`src/rtl/mdm_stat_pkg.sv`:
```
package mdm_stat_pkg;
  localparam int NLINES = 4;
  // line index = position in each nibble of the status word
  localparam int LN_CTS = 0;
  localparam int LN_DSR = 1;
  localparam int LN_RI  = 2;
  localparam int LN_DCD = 3;
  // lines whose flag records only the deassertion (pin low-to-high)
  localparam logic [NLINES-1:0] DEASSERT_ONLY = 4'b0100;

  // control byte bits to line order: dsr<-0, cts<-1, ri<-2, dcd<-3
  function automatic logic [NLINES-1:0] loop_map(input logic [3:0] ctl);
    loop_map = {ctl[3], ctl[2], ctl[0], ctl[1]};
  endfunction

  function automatic logic [7:0] pack_status(input logic [NLINES-1:0] lvl,
                                             input logic [NLINES-1:0] flg);
    pack_status = {lvl, flg};
  endfunction
endpackage

```
`src/rtl/mdm_sync.sv`:
```
module mdm_sync #(
  parameter int WIDTH = 4,
  parameter int STAGES = 2,
  parameter logic [WIDTH-1:0] RST_VAL = '1
) (
  input  logic             clk,
  input  logic             rst_n,
  input  logic [WIDTH-1:0] d,
  output logic [WIDTH-1:0] q
);
  logic [WIDTH-1:0] stage [STAGES];

  genvar s;
  generate
    for (s = 0; s < STAGES; s++) begin : g_stage
      always_ff @(posedge clk or negedge rst_n) begin
        if (!rst_n) stage[s] <= RST_VAL;
        else if (s == 0) stage[s] <= d;
        else stage[s] <= stage[(s == 0) ? 0 : s-1];
      end
    end
  endgenerate

  assign q = stage[STAGES-1];
endmodule

```
`src/rtl/mdm_edge_det.sv`:
```
module mdm_edge_det #(
  parameter int NL = 4,
  parameter logic [NL-1:0] FALL_ONLY = '0
) (
  input  logic          clk,
  input  logic          rst_n,
  input  logic [NL-1:0] level,
  output logic [NL-1:0] evt
);
  logic [NL-1:0] prev;

  always_ff @(posedge clk or negedge rst_n) begin
    if (!rst_n) prev <= '0;
    else prev <= level;
  end

  genvar i;
  generate
    for (i = 0; i < NL; i++) begin : g_line
      if (FALL_ONLY[i]) begin : g_fall
        assign evt[i] = prev[i] & ~level[i];
      end else begin : g_any
        assign evt[i] = prev[i] ^ level[i];
      end
    end
  endgenerate
endmodule

```
`src/rtl/mdm_flags.sv`:
```
module mdm_flags #(
  parameter int NL = 4
) (
  input  logic          clk,
  input  logic          rst_n,
  input  logic [NL-1:0] set_i,
  input  logic          clr_i,
  output logic [NL-1:0] flags
);
  always_ff @(posedge clk or negedge rst_n) begin
    if (!rst_n) flags <= '0;
    else if (clr_i) flags <= set_i;
    else flags <= flags | set_i;
  end

  assert_set_wins_R5: assert property (@(posedge clk) disable iff (!rst_n)
    (|set_i) |=> ((flags & $past(set_i)) == $past(set_i)));
  assert_clear_on_read_R4: assert property (@(posedge clk) disable iff (!rst_n)
    (clr_i && set_i == '0) |=> (flags == '0));
  assert_flags_hold_R10: assert property (@(posedge clk) disable iff (!rst_n)
    (!clr_i && set_i == '0) |=> $stable(flags));
endmodule

```
`src/rtl/mdm_status_regs.sv`:
```
module mdm_status_regs
  import mdm_stat_pkg::*;
#(
  parameter int ADDR_W = 3,
  parameter int SYNC_STAGES = 2,
  parameter logic [ADDR_W-1:0] STATUS_ADDR = 0,
  parameter logic [ADDR_W-1:0] SCRATCH_ADDR = 1
) (
  input  logic              clk,
  input  logic              rst_n,
  input  logic              pin_cts_n,
  input  logic              pin_dsr_n,
  input  logic              pin_ri_n,
  input  logic              pin_dcd_n,
  input  logic              loop_en,
  input  logic [3:0]        loop_ctl,
  input  logic [ADDR_W-1:0] reg_addr,
  input  logic              reg_wr,
  input  logic [7:0]        reg_wdata,
  input  logic              reg_rd,
  output logic [31:0]       reg_rdata,
  output logic              delta_pending
);
  logic [NLINES-1:0] pins_n, pins_sync_n, line_lvl, line_evt, flags;
  logic [7:0]        scratch, status_word;
  logic              status_rd, scratch_wr;

  assign pins_n = {pin_dcd_n, pin_ri_n, pin_dsr_n, pin_cts_n};

  mdm_sync #(.WIDTH(NLINES), .STAGES(SYNC_STAGES), .RST_VAL('1)) u_sync (
    .clk(clk), .rst_n(rst_n), .d(pins_n), .q(pins_sync_n));

  assign line_lvl = loop_en ? loop_map(loop_ctl) : ~pins_sync_n;

  mdm_edge_det #(.NL(NLINES), .FALL_ONLY(DEASSERT_ONLY)) u_edge (
    .clk(clk), .rst_n(rst_n), .level(line_lvl), .evt(line_evt));

  assign status_rd = reg_rd && (reg_addr == STATUS_ADDR);

  mdm_flags #(.NL(NLINES)) u_flags (
    .clk(clk), .rst_n(rst_n), .set_i(line_evt), .clr_i(status_rd), .flags(flags));

  assign scratch_wr = reg_wr && (reg_addr == SCRATCH_ADDR);

  always_ff @(posedge clk or negedge rst_n) begin
    if (!rst_n) scratch <= '0;
    else if (scratch_wr) scratch <= reg_wdata;
  end

  assign status_word   = pack_status(line_lvl, flags);
  assign delta_pending = |flags;

  always_comb begin
    reg_rdata = '0;
    if (reg_addr == STATUS_ADDR) reg_rdata[7:0] = status_word;
    else if (reg_addr == SCRATCH_ADDR) reg_rdata[7:0] = scratch;
  end

  assert_upper_zero_R7: assert property (@(posedge clk) disable iff (!rst_n)
    reg_rdata[31:8] == '0);
  assert_loop_mapping_R6: assert property (@(posedge clk) disable iff (!rst_n)
    (loop_en && reg_addr == STATUS_ADDR) |->
      (reg_rdata[4] == loop_ctl[1] && reg_rdata[5] == loop_ctl[0] &&
       reg_rdata[6] == loop_ctl[2] && reg_rdata[7] == loop_ctl[3]));
  assert_ri_trailing_R3: assert property (@(posedge clk) disable iff (!rst_n)
    line_evt[LN_RI] |-> !line_lvl[LN_RI]);
  assert_pending_source_R9: assert property (@(posedge clk) disable iff (!rst_n)
    $rose(delta_pending) |-> $past(|line_evt));
  assert_scratch_store_R8: assert property (@(posedge clk) disable iff (!rst_n)
    scratch_wr |=> (scratch == $past(reg_wdata)));
endmodule

```
`config.mk`:
```
export PLATFORM = sky130hd
export DESIGN_NAME = mdm_status_regs
export DESIGN_NICKNAME = d
export VERILOG_FILES = /design/src/rtl/mdm_stat_pkg.sv /design/src/rtl/mdm_sync.sv /design/src/rtl/mdm_edge_det.sv /design/src/rtl/mdm_flags.sv /design/src/rtl/mdm_status_regs.sv
export SDC_FILE = /design/constraint.sdc
export NUM_CORES = 1
export LEC_CHECK = 0
export BUFFER_PORTS_ARGS = -buffer_cell sky130_fd_sc_hd__buf_2
export CORE_MARGIN = 2
export CORE_UTILIZATION = 48
export CTS_CLUSTER_SIZE = 14
export DETAILED_ROUTE_END_ITERATION = 12
export GPL_TIMING_DRIVEN = 0
export HOLD_SLACK_MARGIN = 0.1
export PLACE_DENSITY = 0.83
export SLEW_MARGIN = 20
export SYNTH_ARGS = -nofsm -noshare
export SYNTH_HDL_FRONTEND = slang
export SYNTH_HIERARCHICAL = 1
export SYNTH_SLANG_ARGS = --single-unit
```
`constraint.sdc`:
```
create_clock -name clk -period 3.6 [get_ports clk]
set_clock_uncertainty 0.1 [all_clocks]
set_input_delay 0.18 -clock clk [delete_from_list [all_inputs] [get_ports clk]]
set_output_delay 0.18 -clock clk [all_outputs]
set_load 0.1 [all_outputs]
```
After elaboration in Yosys (flattened, before gate mapping)
Cells that the tools add are included.
- add/subtract/negate cells: 0
- multiply operators: 0
- div/mod/pow operators: 0
- magnitude comparators: 0
- equality and inequality tests: 1
- shifts and indexed selects: 0
- mux-type cells: 4
- bitwise logic cells: 7
- reductions and logical operators: 4
- operators by type and width (operator ; number):
    2-to-1 mux 8 bit ; 2
    2-to-1 mux 4 bit ; 2
    NOT 4 bit ; 1
    bitwise OR 4 bit ; 1
    OR reduction 4 bit ; 1
    equality test 3 x 1 -> 1 bit (second input constant) ; 1
    zero test 3 bit ; 1
    XOR 1 bit ; 3
    logical AND 1 bit ; 2
    AND 1 bit ; 1
    NOT 1 bit ; 1
- bits in registers: 24
- bits in latches: 0
- bits in writable memories: 0
- memory bits (read-only): 0
- input port bits: 24
- logic and storage cells: 21
- memories kept: 0

Longest topological paths before layout
Gate-level depths: netlist of run 1.
- depth after elaboration: 6
- mapped depth: 5
- mapped depth without buffers: 4

Cells and area by module
The synthesis of run 1 kept the hierarchy.
- modules (own cells, without submodules) (module ; instances ; cells each ; area each (µm²)):
    mdm_status_regs ; 1 ; 67 ; 678.2
    mdm_sync ; 1 ; 12 ; 240.2
    mdm_flags ; 1 ; 9 ; 133.9
    mdm_edge_det ; 1 ; 8 ; 132.6

Worst setup path before layout of run 1
No wires, ideal clock.
- path kind: input to output
- start: input reg_addr[0]
- end: output reg_rdata[4]
- data arrival time: 1.434 ns
- slack: 1.886 ns
- cell stages on the path: 2
- buffers on the path: 0
- cells stage by stage: nor3_2 > a32o_1
- word-level cells in the longest chain between the ends: 3
- elaborated cells on any way between the ends: 4
- RTL lines (element ; line ; text):
    from (decl) ; mdm_status_regs.sv:17 ; input logic [ADDR_W-1:0] reg_addr,
    equality test 3 x 1 -> 1 bit ; mdm_status_regs.sv:56 ; else if (reg_addr == SCRATCH_ADDR) reg_rdata[7:0] = scratch;
    2-to-1 mux 8 bit ; mdm_status_regs.sv:56 ;
    2-to-1 mux 8 bit (*) ; mdm_status_regs.sv:55 ; if (reg_addr == STATUS_ADDR) reg_rdata[7:0] = status_word;
    to (decl) ; mdm_status_regs.sv:21 ; output logic [31:0] reg_rdata,
Mark *: on every way between the ends. The rest lies on a longest branch, timed or not.

Final worst setup path of run 1
- start: register u_sync.stage, in the netlist u_sync/q[1]
- end: output reg_rdata[5]
- word-level cells in the longest chain between the ends: 3
- RTL lines (element ; line ; text):
    from (decl) ; mdm_sync.sv:11 ; logic [WIDTH-1:0] stage [STAGES];
    from (signal, indexed assignment) ; mdm_sync.sv:19 ; else stage[s] <= stage[(s == 0) ? 0 : s-1];
    NOT 4 bit ; mdm_status_regs.sv:33 ; assign line_lvl = loop_en ? loop_map(loop_ctl) : ~pins_sync_n;
    2-to-1 mux 4 bit ; mdm_status_regs.sv:33 ;
    2-to-1 mux 8 bit ; mdm_status_regs.sv:55 ;
Every way passes these cells.

==> results of run 1 <==
[sequential cells by signal, indices dropped and copies added (netlist names)]
name,cells
u_flags/flags,4
u_sync/q,4
scratch,8
u_sync/stage,4
u_edge/prev,4
[cell usage in the layout, fill, tap and decap left out]
cell type and instances:
a21o_1 4, a22o_1 4, a32o_1 4, and2_1 5, buf_2 32, buf_4 29, clkbuf_4 3, clkbuf_8 1
conb_1 24, dfrtp_1 16, dfstp_2 8, dlygate4sd3_1 13, inv_2 1, mux2_2 8, nand2b_1 8, nor2b_1 1
nor3_2 1, nor3b_2 1, nor4bb_1 1, or4_1 1, xor2_1 3
[path summary, 6_finish.rpt]
| check | startpoint | to | slack (ns) | depth (start not counted) |
|---|---|---|---|---|
| max | u_sync/q[1] | reg_rdata[5] | 1.77 | 4 |
| min | loop_ctl[2] | u_edge/prev[2] | 0.14 | 3 |
| max in group asynchronous | rst_n | u_sync/q[1] | 2.77 | 2 |
| min reg2reg | u_sync/stage[7] | u_sync/q[3] | 0.26 | 0 |
| min in group asynchronous | rst_n | u_flags/flags[3] | 0.27 | 2 |
| max reg2reg | u_sync/q[1] | u_flags/flags[1] | 2.22 | 5 |
[stage by stage]
step	setup slack, ns	power (mW)	hold WS [ns]
4_1_cts	1.76	0.728	0.141
3_5_place_dp	1.80	0.579	0.0836
2_1_floorplan	1.89	0.545	-0.216
6_report	1.77	0.723	0.136
5_1_grt	1.69	0.756	0.149
3_3_place_gp	1.85	0.571	0.0751
[cell type report]
cell class                      instances  area [sq um]  share of cell area
Buffer                                 29           218               0.133
Clock buffer                            4          36.3              0.0222
Inverter                                1          3.75             0.00230
Multi-Input combinational cell         65           439               0.269
Sequential cell                        24           611               0.373
Tap cell                               30          37.5              0.0230
Timing Repair Buffer                   45           290               0.178
[cells by family (layout without fill, tap and decap cells)]
logic type      after synthesis  in the layout  synth area share
other cells                   1             24           0.00316
mux                           8              8            0.0760
buf+inv                      30             79             0.187
compound gates               12             12            0.0887
flops                        24             24             0.515
xor+xnor                      3              3            0.0222
simple gates                 18             18             0.108
[worst max-delay path: stages (launching register included)]
cell	delay, ns
dfstp_2	0.54
buf_4	0.10
nand2b_1	0.06
a32o_1	0.25
buf_2	0.29
[power groups by stage]
stage          logic [mW]  clock network [mW]  registers (mW)
2_1_floorplan       0.226                   0           0.319
3_3_place_gp        0.250                   0           0.322
3_5_place_dp        0.254                   0           0.325
4_1_cts             0.265               0.143           0.320
5_1_grt             0.278               0.154           0.324
6_report            0.264               0.139           0.320
[layer usage]
metal,vias to the layer above,GRT usage,wire (um)
met2,38,0.321,1170
met3,2,0.0333,152
met4,0,0.0513,6
li1,418,-,-
met1,385,0.177,808
met5,-,0,0
[timing repair]
action	CTS	global route
setup buffers	0	0
hold endpoints to repair	36	0
hold buffers	13	0
gates resized for setup	0	0
==> results.md, run 1 <==
- Ranked by total cell area, the synthesized netlist is headed by dfrtp_1, buf_4, dfstp_2, mux2_2, nand2b_1.
- The max-capacitance violation count is 0.
- The width of the chip is 53.7 um.
- The final number of max-transition violations was 0.
- The largest fanout of any net on the critical path is 2.
- The combined area of all synthesized cells is 1180 sq um.
- At the end of routability-driven placement, the weighted congestion stood at 0.628.
- The TritonCTS clock tree is done.
- The final period utilization is 0.508.
- The post-placement cell area is 1470 sq um.
- The clock net in this run drives a total of 24 sinks.
- The number of buffers on the longest clock path is 2.
- Setup violations remaining at the end of the flow were counted as 0.
- For this run, the number of Yosys warnings is 6.
- The total count of hold-check failures in the final report was 0.
- Clock-pin slew was measured on the worst setup and hold paths at 0.12 ns.
- A synthesized cell averages 12.3 sq um.
- The number of register bits inferred by synthesis is 24.
- For this block, the routed nets add up to 2140 um of wire.
- The number of top-level design ports is 57.
- The estimated wirelength of the detail-placed design is 1600 um.
- The number of antenna violations at the first check in global routing was 0.
- The global-route wire length before repair is 3310 um.
- The share of total power dissipated in the clock network is 0.192.
- Yosys mapped the design onto 17 distinct sky130hd cell types.
- The data required time of the critical path is 3.32 ns.
- The area of all placed cells without fillers is 1640 sq um.
- The critical path is of the flop to primary output type.
- Of all flip-flops after synthesis, the portion carrying an async set or reset was 1.00.
- The die covers 2880 sq um.
- Entering global routing, the biggest net connects 25 pins.
- The type of element capturing the critical path is a primary output.
- For the final routed database, the setup TNS stands at 0 ns.
- The clock latency of the later-clocked register in the worst-skew pair is 0.31 ns.
- The starting density of the core is 0.492.
- The commonest cells after synthesis are buf_4, dfrtp_1, dfstp_2, mux2_2, nand2b_1.
- The arrival time at the worst endpoint is 1.55 ns.
- The static leakage is 0.824 nW.
- The utilization of the core after routing is 0.679.
- The most area-hungry cell type in the Yosys netlist is dfrtp_1.
- The placeable core region is 2410 sq um.
- The cell with the most instances after synthesis is buf_4.
- Including well taps, the total number of placed cells is 181.
- Measured along the y axis, the die boundary spans 53.7 um.
- Setup repair after global routing left no endpoint under its margin.
- Counting I/O delays and the setup requirement, the final critical path takes 1.83 ns.
- The synthesized design contains 0 enable-type register cells.
- The internal power of the cells is 0.438 mW.
- The residual antenna-violating net count after detailed routing is 0.
- The H-tree depth is 1.
- After floorplanning, the core was divided into 18 placement rows.
- Relative to the synthesized area, the layout overhead comes to 38.0%.
- The number of nets in the layout is 193.
- The number of DRC violations after detailed-routing iteration 0 is 7.
- The via density per instance is 4.26.
- The analysis attributes to net switching a power of 0.284 mW.
- Counting every instance in the synthesized netlist gives 96.
- The relative slew slack is 0.592.
- The worst-case IR drop observed on VDD is 0.301 mV.
- The power per cell area is 442 nW/um^2.
- Of the total power, registers draw 0.442.
- The share of synthesized area in the top cell type comes to 0.338.
- The switching part of the total power is 0.394.
- In the synthesized netlist the dominant register cell turns out to be dfrtp_1.
- Derived from the worst setup path, the maximum achievable clock frequency is 547 MHz.
- The number of buffers inserted by port buffering is 32.
- The class of the worst hold path is input pin to flop.
- For this run, the total global-route usage over all layers was measured as 0.166.
- The run finished with clean final reports.
- The first-pass iteration count of the detailed router is 6.
- Buffers inserted during clock tree synthesis total 3.
- The fraction of layout cells with a size suffix above 1 is 0.500.
- The CTS root buffer is clkbuf_4.
- The sort of element at the start of the critical path is a flop.
- Counting the fill cells in the layout gives 180.
- The register area share after synthesis is 0.515.
- For this run, design rule violations remaining after detail routing come to 0.
- The relative contribution of combinational cells to total power is 0.366.
- The detailed-route wire length per cell is 10.8 um.
- The number of global-route vias before repair is 753.
- The remaining global-route overflow is 0.
- The repair_antennas step left the layout with diodes totalling 0.
- For the pin with the worst max-slew slack, the measured transition is 0.609 ns.
- The final standard cell count with taps included and fillers excluded is 198.
- The total via count in the routed design is 843.
(Power assumes the default switching activity.)
==> run 2: changes to the inputs <==
- CORE_UTILIZATION: 48 -> 45
- PLACE_DENSITY: 0.83 -> 0.78
- clock period: 3.6 -> 1.89 ns (I/O delays scaled with it)
==> results.md, run 2 (same netlist as run 1, synthesis figures left out) <==
- The flow ran to the end, and the final reports show no timing, DRC or antenna violations.
- The first element of the critical path is loop_ctl[0].
- The worst pin sits at a relative slew slack of 0.610.
- For this configuration, the core starts out at a cell density of 0.478.
- STA puts the critical path data required time at 2.01 ns.
- Clock latency on the worst-skew pair, taken at its later pin, is 0.31 ns.
- The fraction of layout cells with a size suffix above 1 is 0.477.
- The sequential cells in the finished layout cover a total of 611 sq um.
- The sort of element at the start of the critical path is an input pin.
- For met3 alone, demand over resource in global routing was 0.0468.
- For the final routed database, the setup TNS stands at 0 ns.
- The share of total power dissipated in combinational logic is 0.347.
- The congestion estimate from routability-driven global placement came to 0.727.
- For the pin with the worst max-slew slack, the measured transition is 0.582 ns.
- The wire length reported by the detailed router is 2320 um.
- Setup repair after global routing left no endpoint under its margin.
- The number of buffers inserted by port buffering is 32.
- 57 I/O pins were placed.
- After floorplanning, the core was sized to cover 2480 sq um.
- The met2 capacity usage during global routing is 0.303.
- For this design the static power due to leakage is 0.860 nW.
- The cell with the most instances on the worst path is dlygate4sd3_1.
- The startpoint identified for the worst hold timing path is loop_en.
- The site row count is 18.
- The utilization of the core after routing is 0.699.
- CTS built an H-tree with a depth of 1.
- The pre-antenna-repair detailed-routing pass consisted of 3 iterations.
- In this run, CTS created clock tree buffers numbering 3.
- The pin count of the biggest net entering global routing is 25.
- The detail route stage leaves a number of antenna-violating nets equal to 0.
- In the global route stage, overall resource usage came out at 0.157.
- The floorplan step set the die width to 55.3 um.
- The worst stage delay on the critical path is 0.56 ns.
- The total count of hold-check failures in the final report is 0.
- The worst setup path is captured at a flop.
- The number of global-route vias before repair is 942.
- Clock-pin slew was measured on the worst setup and hold paths at 0.13 ns.
- Compared with the post-synthesis result, the final layout area differs by 46.1%.
- The global-route layer with the greatest usage is met2.
- The portion of total power attributed to sequential cells is 0.408.
- The die covers 3060 sq um.
- The first routing iteration left 27 violations.
- The number of nets in the layout is 201.
- The library cells used most frequently in the layout, excluding fill and tap cells, are buf_2, buf_4, conb_1, dlygate4sd3_1, dfrtp_1.
- The register with the most flip-flops in the layout has 8 of them.
- The arrival time at the worst endpoint is 1.90 ns.
- Dividing the final minimum period by the clock period gives 0.943.
- In this run the deepest clock path goes through 2 buffers.
- The number of antenna violations at the first check in global routing is 0.
- In the final routed layout, each cell accounts on average for 11.3 um.
- The maximum vdd drop is 0.732 mV.
- The number of DRC violations after detailed routing is 0.
- The quantity of gates resized following cts is 0.
- Of all nets on the critical path, the largest fanout is 2.
- The share of total power dissipated in the clock network is 0.244.
- In the global route stage, met1 resource usage came out at 0.155.
- The total via count in the routed design is 897.
- The library cell used most frequently in the layout, excluding fill and tap cells, is buf_2.
- Setup violations remaining at the end of the flow were counted as 0.
- Based on the critical path, the design can be clocked at up to 561 MHz.
- The global-route wire length before repair is 3770 um.
- The source of the worst register-to-register timing path is u_sync/q[1].
- The critical path is of the input pin to flop type.
- Max-cap violations in this run came to 0.
- The internal power of the cells is 0.942 mW.
- The number of inserted filler cells in the final layout is 200.
- The cell with the largest stage delay on the worst path is dlygate4sd3_1.
- The multi-input combinational cells in the finished layout cover a total of 439 sq um.
- The via density per instance is 4.35.
- The CTS root buffer is clkbuf_4.
- The worst hold path belongs to the class input pin to flop.
- More flip-flops sit in one register than any other, and that register is scratch.
- 0 antenna diodes ended up in the layout.
- Walking the worst path, the cells encountered are dlygate4sd3_1, buf_2, nand2b_1, dlygate4sd3_1, and2_1, xor2_1, a21o_1.
- The TritonCTS clock tree is done.
- Clock tree synthesis found a total of 24 sinks.
- In this run the power density over the cells is 860 nW/um^2.
- The remaining global-route overflow is 0.
- The clock period minus worst slack is 1.78 ns.
- The final number of max-transition violations was 0.
- Measured along the y axis, the die boundary spans 55.3 um.
- Of the total power, the share spent switching nets is 0.367.
- The net switching power is 0.547 mW.
-- run 2: cell count changes in the layout (fill, tap and decap cells not counted) --
| cell | delta |
|---|---|
| clkbuf_8 | -1 |
| bufinv_16 | +1 |
| dlygate4sd3_1 | +8 |
-- run 2: cell type report --
| cell class | count | share of cell area |
|---|---|---|
| multi-input combinational | 65 | 0.254 |
| clock buffer | 3 | 0.0130 |
| clock inverter | 1 | 0.0173 |
| sequential | 24 | 0.353 |
| buffer | 29 | 0.126 |
| timing repair buffer | 53 | 0.214 |
| tap | 30 | 0.0217 |
| inverter | 1 | 0.00217 |
-- run 2: power groups by stage --
stage,combinational [mW],sequential [mW],clock [mW]
2_1_floorplan,0.430,0.609,0
3_3_place_gp,0.476,0.613,0
3_5_place_dp,0.483,0.618,0
4_1_cts,0.516,0.608,0.379
5_1_grt,0.540,0.617,0.397
6_report,0.517,0.608,0.364
-- run 2: metrics by stage --
step	power (mW)	setup slack (ns)	std cells	hold WS (ns)	instance area, sq um
final	1.49	0.108	206	0.118	1730
after floorplan	1.04	0.347	119	-0.301	1270
after global placement	1.09	0.265	181	-0.0141	1470
after detailed placement	1.10	0.266	181	-0.00379	1470
after CTS	1.50	0.123	206	0.101	1730
after global routing	1.55	0.0585	206	0.117	1730
-- run 2: timing repair --
item / CTS / global route
setup buffers: 0 / 0
endpoints found under the hold margin: 43 / 0
hold buffers: 21 / 0
-- run 2: critical path: cells and delay by family --
family / cells / cell delay [ns]
AND/OR/NAND/NOR: 2 / 0.31
AO/OA/AOI/OAI: 1 / 0.14
XOR/XNOR: 1 / 0.16
buffers and inverters: 3 / 1.19
-- run 2: routing by layer --
layer,vias up,part of all wire
met3,0,0.074
met1,423,0.37
met5,-,0
met2,42,0.56
met4,0,0
li1,432,-
-- run 2: path summary, 6_finish.rpt --
check / endpoint / depth (start not counted) / slack [ns]
max in group asynchronous: u_sync/q[0] / 2 / 1.14
max reg2reg: u_flags/flags[1] / 5 / 0.53
min: u_edge/prev[3] / 3 / 0.12
min reg2reg: u_sync/q[3] / 0 / 0.27
min in group asynchronous: u_edge/prev[1] / 2 / 0.18
max: u_flags/flags[1] / 7 / 0.11
